`config.mk`:
```
export PLATFORM = sky130hd
export DESIGN_NAME = nor_cmd_engine
export DESIGN_NICKNAME = d
export VERILOG_FILES = /design/src/rtl/nor_pkg.sv /design/src/rtl/nor_op_timer.sv /design/src/rtl/nor_array.sv /design/src/rtl/nor_rsp_reg.sv /design/src/rtl/nor_cmd_engine.sv
export SDC_FILE = /design/constraint.sdc
export NUM_CORES = 1
export LEC_CHECK = 0
export ABC_CLOCK_PERIOD_IN_PS = 3200
export BUFFER_PORTS_ARGS = -buffer_cell sky130_fd_sc_hd__buf_4
export CAP_MARGIN = 10
export CORE_UTILIZATION = 64
export CTS_BUF_LIST = sky130_fd_sc_hd__clkbuf_4
export CTS_CLUSTER_SIZE = 25
export DETAILED_ROUTE_END_ITERATION = 16
export HOLD_SLACK_MARGIN = 0.06
export PLACE_DENSITY = 0.89
export SYNTH_ARGS = -nofsm -noshare
export SYNTH_HDL_FRONTEND = slang
export SYNTH_SLANG_ARGS = --single-unit
```
`constraint.sdc`:
```
create_clock -name clk -period 3.2 [get_ports clk]
set_input_delay 0.64 -clock clk [delete_from_list [all_inputs] [get_ports clk]]
set_output_delay 0.64 -clock clk [all_outputs]
set_load 0.01 [all_outputs]
```
`src/rtl/nor_pkg.sv`:
```
package nor_pkg;
  localparam logic [15:0] CMD_READ_ARRAY  = 16'h00FF;
  localparam logic [15:0] CMD_READ_STATUS = 16'h0070;
  localparam logic [15:0] CMD_CLEAR_ERR   = 16'h0050;
  localparam logic [15:0] CMD_PROGRAM     = 16'h0040;
  localparam logic [15:0] CMD_ERASE       = 16'h0020;
  localparam logic [15:0] CMD_CONFIRM     = 16'h00D0;
  localparam logic [15:0] CMD_SUSPEND     = 16'h00B0;
  localparam logic [15:0] CMD_LOCK_SETUP  = 16'h0060;

  typedef enum logic [1:0] {OP_IDLE, OP_PROG, OP_ERASE, OP_SUSP} op_e;
  typedef enum logic [1:0] {PD_NONE, PD_DATA, PD_ERASE, PD_UNLOCK} pend_e;
endpackage

```
`src/rtl/nor_op_timer.sv`:
```
module nor_op_timer #(
  parameter int TW = 16
) (
  input  logic          clk,
  input  logic          rst_n,
  input  logic          load,
  input  logic [TW-1:0] len,
  input  logic          run,
  output logic [TW-1:0] cnt,
  output logic          done
);
  localparam logic [TW-1:0] ONE = {{(TW-1){1'b0}}, 1'b1};

  always_ff @(posedge clk) begin
    if (!rst_n)                cnt <= '0;
    else if (load)             cnt <= (len == '0) ? ONE : len;
    else if (run && cnt != '0) cnt <= cnt - ONE;
  end

  assign done = run && (cnt == ONE);
endmodule

```
`src/rtl/nor_array.sv`:
```
module nor_array #(
  parameter int BLOCKS = 4,
  parameter int WPB    = 8,
  parameter int DW     = 16
) (
  input  logic                             clk,
  input  logic                             rst_n,
  input  logic                             prog_en,
  input  logic [$clog2(BLOCKS*WPB)-1:0]    prog_addr,
  input  logic [DW-1:0]                    prog_data,
  input  logic                             erase_en,
  input  logic [$clog2(BLOCKS)-1:0]        erase_blk,
  input  logic [$clog2(BLOCKS*WPB)-1:0]    rd_addr,
  output logic [DW-1:0]                    rd_data
);
  localparam int WORDS = BLOCKS * WPB;
  localparam int AW    = $clog2(WORDS);
  localparam int BW    = $clog2(BLOCKS);

  logic [DW-1:0] words [WORDS];

  for (genvar w = 0; w < WORDS; w++) begin : g_word
    localparam int BLK = w / WPB;
    logic [DW-1:0] word_q;
    always_ff @(posedge clk) begin
      if (!rst_n)
        word_q <= '1;
      else if (erase_en && erase_blk == BW'(BLK))
        word_q <= '1;
      else if (prog_en && prog_addr == AW'(w))
        word_q <= word_q & prog_data;
    end
    assign words[w] = word_q;
  end

  assign rd_data = words[rd_addr];
endmodule

```
`src/rtl/nor_rsp_reg.sv`:
```
module nor_rsp_reg #(
  parameter int DW = 16
) (
  input  logic          clk,
  input  logic          rst_n,
  input  logic          load,
  input  logic [DW-1:0] d,
  input  logic          rsp_ready,
  output logic          rsp_valid,
  output logic [DW-1:0] rsp_data,
  output logic          can_accept
);
  assign can_accept = !rsp_valid || rsp_ready;

  always_ff @(posedge clk) begin
    if (!rst_n) begin
      rsp_valid <= 1'b0;
      rsp_data  <= '0;
    end else if (load) begin
      rsp_valid <= 1'b1;
      rsp_data  <= d;
    end else if (rsp_ready) begin
      rsp_valid <= 1'b0;
    end
  end
endmodule

```
`src/rtl/nor_cmd_engine.sv`:
```
module nor_cmd_engine #(
  parameter int BLOCKS = 4,
  parameter int WPB    = 8,
  parameter int TW     = 16
) (
  input  logic                          clk,
  input  logic                          rst_n,
  input  logic [TW-1:0]                 prog_time,
  input  logic [TW-1:0]                 erase_time,
  input  logic                          req_valid,
  output logic                          req_ready,
  input  logic                          req_write,
  input  logic [$clog2(BLOCKS*WPB)-1:0] req_addr,
  input  logic [15:0]                   req_wdata,
  output logic                          rsp_valid,
  input  logic                          rsp_ready,
  output logic [15:0]                   rsp_data
);
  import nor_pkg::*;

  localparam int AW = $clog2(BLOCKS*WPB);
  localparam int OW = $clog2(WPB);
  localparam int BW = $clog2(BLOCKS);

  op_e              op_q, op_d;
  pend_e            pend_q, pend_d;
  logic             stat_mode_q, stat_mode_d;
  logic             err_erase_q, err_erase_d;
  logic             err_prog_q, err_prog_d;
  logic             err_lock_q, err_lock_d;
  logic [BLOCKS-1:0] locks_q, locks_d;
  logic [AW-1:0]    tgt_addr_q, tgt_addr_d;
  logic [15:0]      tgt_data_q, tgt_data_d;

  logic          wr_fire, rd_fire, busy, tmr_load, tmr_done, tgt_locked;
  logic [TW-1:0] tmr_len, tmr_cnt;
  logic [BW-1:0] wr_blk;
  logic [15:0]   status_w, arr_rd, rd_word;

  assign wr_fire    = req_valid && req_ready && req_write;
  assign rd_fire    = req_valid && req_ready && !req_write;
  assign busy       = (op_q == OP_PROG) || (op_q == OP_ERASE);
  assign wr_blk     = req_addr[AW-1:OW];
  assign tgt_locked = locks_q[wr_blk];

  nor_op_timer #(.TW(TW)) u_timer (
    .clk(clk), .rst_n(rst_n), .load(tmr_load), .len(tmr_len),
    .run(busy), .cnt(tmr_cnt), .done(tmr_done)
  );

  nor_array #(.BLOCKS(BLOCKS), .WPB(WPB), .DW(16)) u_array (
    .clk(clk), .rst_n(rst_n),
    .prog_en(tmr_done && op_q == OP_PROG), .prog_addr(tgt_addr_q), .prog_data(tgt_data_q),
    .erase_en(tmr_done && op_q == OP_ERASE), .erase_blk(tgt_addr_q[AW-1:OW]),
    .rd_addr(req_addr), .rd_data(arr_rd)
  );

  assign status_w = {8'h00, !busy, op_q == OP_SUSP, err_erase_q, err_prog_q,
                     2'b00, err_lock_q, 1'b0};
  assign rd_word  = (stat_mode_q || busy) ? status_w : arr_rd;

  nor_rsp_reg #(.DW(16)) u_rsp (
    .clk(clk), .rst_n(rst_n), .load(rd_fire), .d(rd_word),
    .rsp_ready(rsp_ready), .rsp_valid(rsp_valid), .rsp_data(rsp_data),
    .can_accept(req_ready)
  );

  always_comb begin
    op_d        = op_q;
    pend_d      = pend_q;
    stat_mode_d = stat_mode_q;
    err_erase_d = err_erase_q;
    err_prog_d  = err_prog_q;
    err_lock_d  = err_lock_q;
    locks_d     = locks_q;
    tgt_addr_d  = tgt_addr_q;
    tgt_data_d  = tgt_data_q;
    tmr_load    = 1'b0;
    tmr_len     = prog_time;
    if (tmr_done) op_d = OP_IDLE;
    if (wr_fire) begin
      if (busy) begin
        if (req_wdata == CMD_SUSPEND && op_q == OP_ERASE && !tmr_done) begin
          op_d        = OP_SUSP;
          stat_mode_d = 1'b1;
        end else if (req_wdata == CMD_READ_STATUS) begin
          stat_mode_d = 1'b1;
        end
      end else if (pend_q != PD_NONE) begin
        pend_d = PD_NONE;
        case (pend_q)
          PD_DATA: begin
            stat_mode_d = 1'b1;
            if (tgt_locked) begin
              err_prog_d = 1'b1;
              err_lock_d = 1'b1;
            end else begin
              op_d       = OP_PROG;
              tgt_addr_d = req_addr;
              tgt_data_d = req_wdata;
              tmr_load   = 1'b1;
            end
          end
          PD_ERASE: begin
            stat_mode_d = 1'b1;
            if (req_wdata != CMD_CONFIRM) begin
              err_prog_d  = 1'b1;
              err_erase_d = 1'b1;
            end else if (tgt_locked) begin
              err_erase_d = 1'b1;
              err_lock_d  = 1'b1;
            end else begin
              op_d       = OP_ERASE;
              tgt_addr_d = req_addr;
              tmr_len    = erase_time;
              tmr_load   = 1'b1;
            end
          end
          PD_UNLOCK: begin
            if (req_wdata == CMD_CONFIRM) begin
              locks_d[wr_blk] = 1'b0;
            end else begin
              err_prog_d  = 1'b1;
              err_erase_d = 1'b1;
              stat_mode_d = 1'b1;
            end
          end
          default: ;
        endcase
      end else begin
        case (req_wdata)
          CMD_READ_ARRAY:  stat_mode_d = 1'b0;
          CMD_READ_STATUS: stat_mode_d = 1'b1;
          CMD_SUSPEND:     stat_mode_d = 1'b1;
          CMD_CLEAR_ERR: begin
            err_erase_d = 1'b0;
            err_prog_d  = 1'b0;
            err_lock_d  = 1'b0;
          end
          CMD_CONFIRM: begin
            stat_mode_d = 1'b1;
            if (op_q == OP_SUSP) op_d = OP_ERASE;
            else begin
              err_prog_d  = 1'b1;
              err_erase_d = 1'b1;
            end
          end
          CMD_PROGRAM, CMD_ERASE, CMD_LOCK_SETUP: begin
            if (op_q == OP_SUSP) begin
              err_prog_d  = 1'b1;
              err_erase_d = 1'b1;
              stat_mode_d = 1'b1;
            end else if (req_wdata == CMD_PROGRAM) begin
              pend_d      = PD_DATA;
              stat_mode_d = 1'b1;
            end else if (req_wdata == CMD_ERASE) begin
              pend_d      = PD_ERASE;
              stat_mode_d = 1'b1;
            end else begin
              pend_d = PD_UNLOCK;
            end
          end
          default: begin
            err_prog_d  = 1'b1;
            err_erase_d = 1'b1;
            stat_mode_d = 1'b1;
          end
        endcase
      end
    end
  end

  always_ff @(posedge clk) begin
    if (!rst_n) begin
      op_q        <= OP_IDLE;
      pend_q      <= PD_NONE;
      stat_mode_q <= 1'b0;
      err_erase_q <= 1'b0;
      err_prog_q  <= 1'b0;
      err_lock_q  <= 1'b0;
      locks_q     <= '1;
      tgt_addr_q  <= '0;
      tgt_data_q  <= '0;
    end else begin
      op_q        <= op_d;
      pend_q      <= pend_d;
      stat_mode_q <= stat_mode_d;
      err_erase_q <= err_erase_d;
      err_prog_q  <= err_prog_d;
      err_lock_q  <= err_lock_d;
      locks_q     <= locks_d;
      tgt_addr_q  <= tgt_addr_d;
      tgt_data_q  <= tgt_data_d;
    end
  end
endmodule

```
==> results.md <==
- Start of the worst register-to-register path: u_timer.cnt[4]
- CP Depth: 7
- Area contributors post-synth: dfxtp_1 49%, mux4_2 14%, nand2_1 11%
- TritonCTS clock tree: yes
- Synth unique cells: 63
- Die W: 194 um
- Unrepaired setup endpoints after global routing: no
- Die area: 37800 sq um
- Placeable Area: 36500 sq um
- DR vias: 20740
- Final setup viols: 0
- Worst-skew pair later-pin latency: 0.86 ns
- TritonCTS sink count: 578
- CP Launch Type: flop
- Worst slew pin tran: 0.944 ns
- Footprint of the multi-input gates: 11300 sq um
- Commonest cells in the netlist: 686 x nand2_1, 578 x dfxtp_1, 460 x o21ai_0
- Total wire length: 64800 um
- DR vias/cell: 6.51
- Post-synth EDFFs: 0
- Detailed-route wire length per cell: 20.3 um
- First-pass GRT wire length: 105000 um
- R2R depth: 7
- Antenna-violating nets left: 0
- Top cell by count, worst path: or3_4
- Fillers: 2279
- R2R Path End: u_array.g_word[28].word_q[3]
- Setup TNS Final: 0 ns
- Routability cong.: 0.955
- Slew Viols, Final: 0
- Total gr overflow: 0
- Worst Path Arrival: 3.79 ns
- Main synth FF type: dfxtp_1
- Pleak: 9.33 nW
- Synth Cell Area: 23700 sq um
- CTS Buffer Depth: 3
- Row count: 70
- Hpwl dp: 39600 um
- Peak VDD IR: 0.364 mV
- Largest net degree at the start of global routing: 129
- IO Count: 76
- IO Port Bufs: 75
- Layout cells sized above 1: 19.7%
- Initial core utilization: 64.8%
- Worst EP required: 3.87 ns
- Mapped Cells: 2526
- Placed cells: 2940
- Worst setup path startpoint: u_timer.cnt[4]
- Setup Buffers After CTS: 0
- Critical path's slowest cell: or4_1
- Max-slew headroom: 36.5%
- Vias in the first global route: 21067
- Critical path's top delay family: simple AND/OR/NAND/NOR gates
- CTS clk-pin slew, worst paths: 0.07 ns
- Syn Area/Cell: 9.37 sq um
- DRT Pass-1 Iters: 6
- Status: finished clean
- Async set-or-reset flop fraction in the synthesized netlist: 0%
- Most common cell in the netlist: nand2_1
- Tcrit/Tclk final: 97.6%
- Post-layout net count: 2693
- R2R Setup Slk: 0.08 ns
- Min-delay worst type: in2reg
- Buffers and inverters on the worst path: 1
- Min cycle time layout: 3.12 ns
- Crit-path max cell delay: 0.56 ns
- Cell area power density: 577 nW/um^2
- Fmax: 320 MHz
- Cell chain of the critical path: or4_1 > or3_4 > or3_1 > or3_4 > buf_12 > o21ai_0 > nand2_1
- Area growth from synthesis to layout: 12.7%
- Initial antenna violation count: 1
- Sequential cell area: 11600 sq um
- Setup crit end kind: flop
- #FFs+latches synth: 578
- Synth top area share: 48.9%
- Die Y: 194 um
- Critical path class: reg2reg
- Register area share after synthesis: 48.9%
- GRT Overall Usage: 34.4%
- Crit path to: u_array.g_word[28].word_q[3]
- Layout Skew: 0.0576 ns
- H-Tree Depth: 4
- DR iter-0 viols: 2455
- YS warnings: 0
- CTS root buf: clkbuf_4
- Synthesized net count: 2596
- # Max-Cap Violations: 0
- Fin cells: 3187
- Cts bufs inserted: 144
- DRC Markers: 0
- CP max FO: 49
- Final Hold Viols: 0
- Leading area contributor after synthesis: dfxtp_1
stage by stage:
step / util [%] / hold slack [ns] / worst slack, ns / power, mW / area, sq um
3_5_place_dp: 67.9 / 0.441 / 0.154 / 9.24 / 24800
5_1_grt: 73.0 / 0.0968 / 0.0229 / 16.0 / 26700
3_3_place_gp: 67.9 / 0.433 / 0.327 / 9.19 / 24800
4_1_cts: 73.0 / 0.0708 / 0.113 / 15.4 / 26700
6_report: 73.0 / 0.101 / 0.0783 / 15.4 / 26700
2_1_floorplan: - / 0.426 / 0.224 / 8.76 / 23700
what timing repair did:
| item | 4_1_cts | 5_1_grt |
|---|---|---|
| resized for setup | 0 | 1 |
| hold buffers | 5 | 0 |
| endpoints found under the hold margin | 5 | 0 |
| setup endpoints to repair | 0 | 2 |
layout by cell type, fill, tap and decap left out, types with 15 or more instances in the layout:
master and n:
a211oi_1 17, a21oi_1 18, buf_12 20, buf_4 116, clkbuf_4 202, clkinv_1 25
dfxtp_1 578, inv_1 15, mux2i_1 46, mux4_2 149, nand2_1 686, nand3_1 29
nor2_1 68, nor2b_1 34, nor4_1 22, o21ai_0 460, o21ai_1 57
flip-flops by register name (all words and copies together) (netlist names), 2 cells and up:
signal,count
locks_q,4
op_q,2
pend_q,2
tgt_addr_q,5
tgt_data_q,16
u_array.g_word.word_q,512
u_rsp.rsp_data,16
u_timer.cnt,16
per-layer routing:
metal  routed length, um  global-route usage [%]
met3                6490                    7.50
met4                2900                    20.0
met2               30900                    56.3
met1               24500                    42.2
met5                   0                       0
how the worst min path moves through the flow:
| stage | cells after the start | from | slack, ns | endpoint |
|---|---|---|---|---|
| after floorplan | 2 | u_array.g_word[29].word_q[6] | 0.43 | u_array.g_word[29].word_q[6] |
| after global placement | 2 | u_array.g_word[29].word_q[2] | 0.43 | u_array.g_word[29].word_q[2] |
| after detailed placement | 2 | u_array.g_word[29].word_q[5] | 0.44 | u_array.g_word[29].word_q[5] |
| after CTS | 3 | req_wdata[1] | 0.07 | tgt_data_q[1] |
| after global routing | 3 | req_wdata[9] | 0.1 | tgt_data_q[9] |
| final | 3 | req_wdata[1] | 0.10 | tgt_data_q[1] |
cell families (layout without fill, tap and decap cells):
| logic type | Yosys count | after routing | synth area share, % |
|---|---|---|---|
| simple gates | 901 | 901 | 15.8 |
| flops | 578 | 578 | 48.9 |
| compound gates | 620 | 620 | 14.3 |
| xor+xnor | 11 | 11 | 0.407 |
| mux | 196 | 196 | 16.2 |
| buf+inv | 208 | 400 | 3.85 |
| other cells | 0 | 1 | 0 |
| fa+ha+maj | 12 | 12 | 0.634 |
cell type report:
| class | instances | share of cell area [%] |
|---|---|---|
| diodes | 1 | 0.00939 |
| multi-input cells | 1740 | 42.4 |
| clock buffers | 202 | 5.69 |
| well taps | 468 | 2.20 |
| inverters | 16 | 0.225 |
| repair buffers | 143 | 5.04 |
| clock inverters | 39 | 1.08 |
| flip-flops and latches | 578 | 43.4 |
power by group:
group | switching (mW) | leakage (nW) | total [mW] | internal (mW)
logic | 1.01 | 3.57 | 1.71 | 0.697
clock network | 2.94 | 1.08 | 6.24 | 3.30
registers | 0.128 | 4.68 | 7.43 | 7.30
tightest hold or removal path: stages:
cell and delay, ns:
buf_4 0.10, mux2i_1 0.06, nor2_1 0.09
Power figures use the tool's default switching activity.
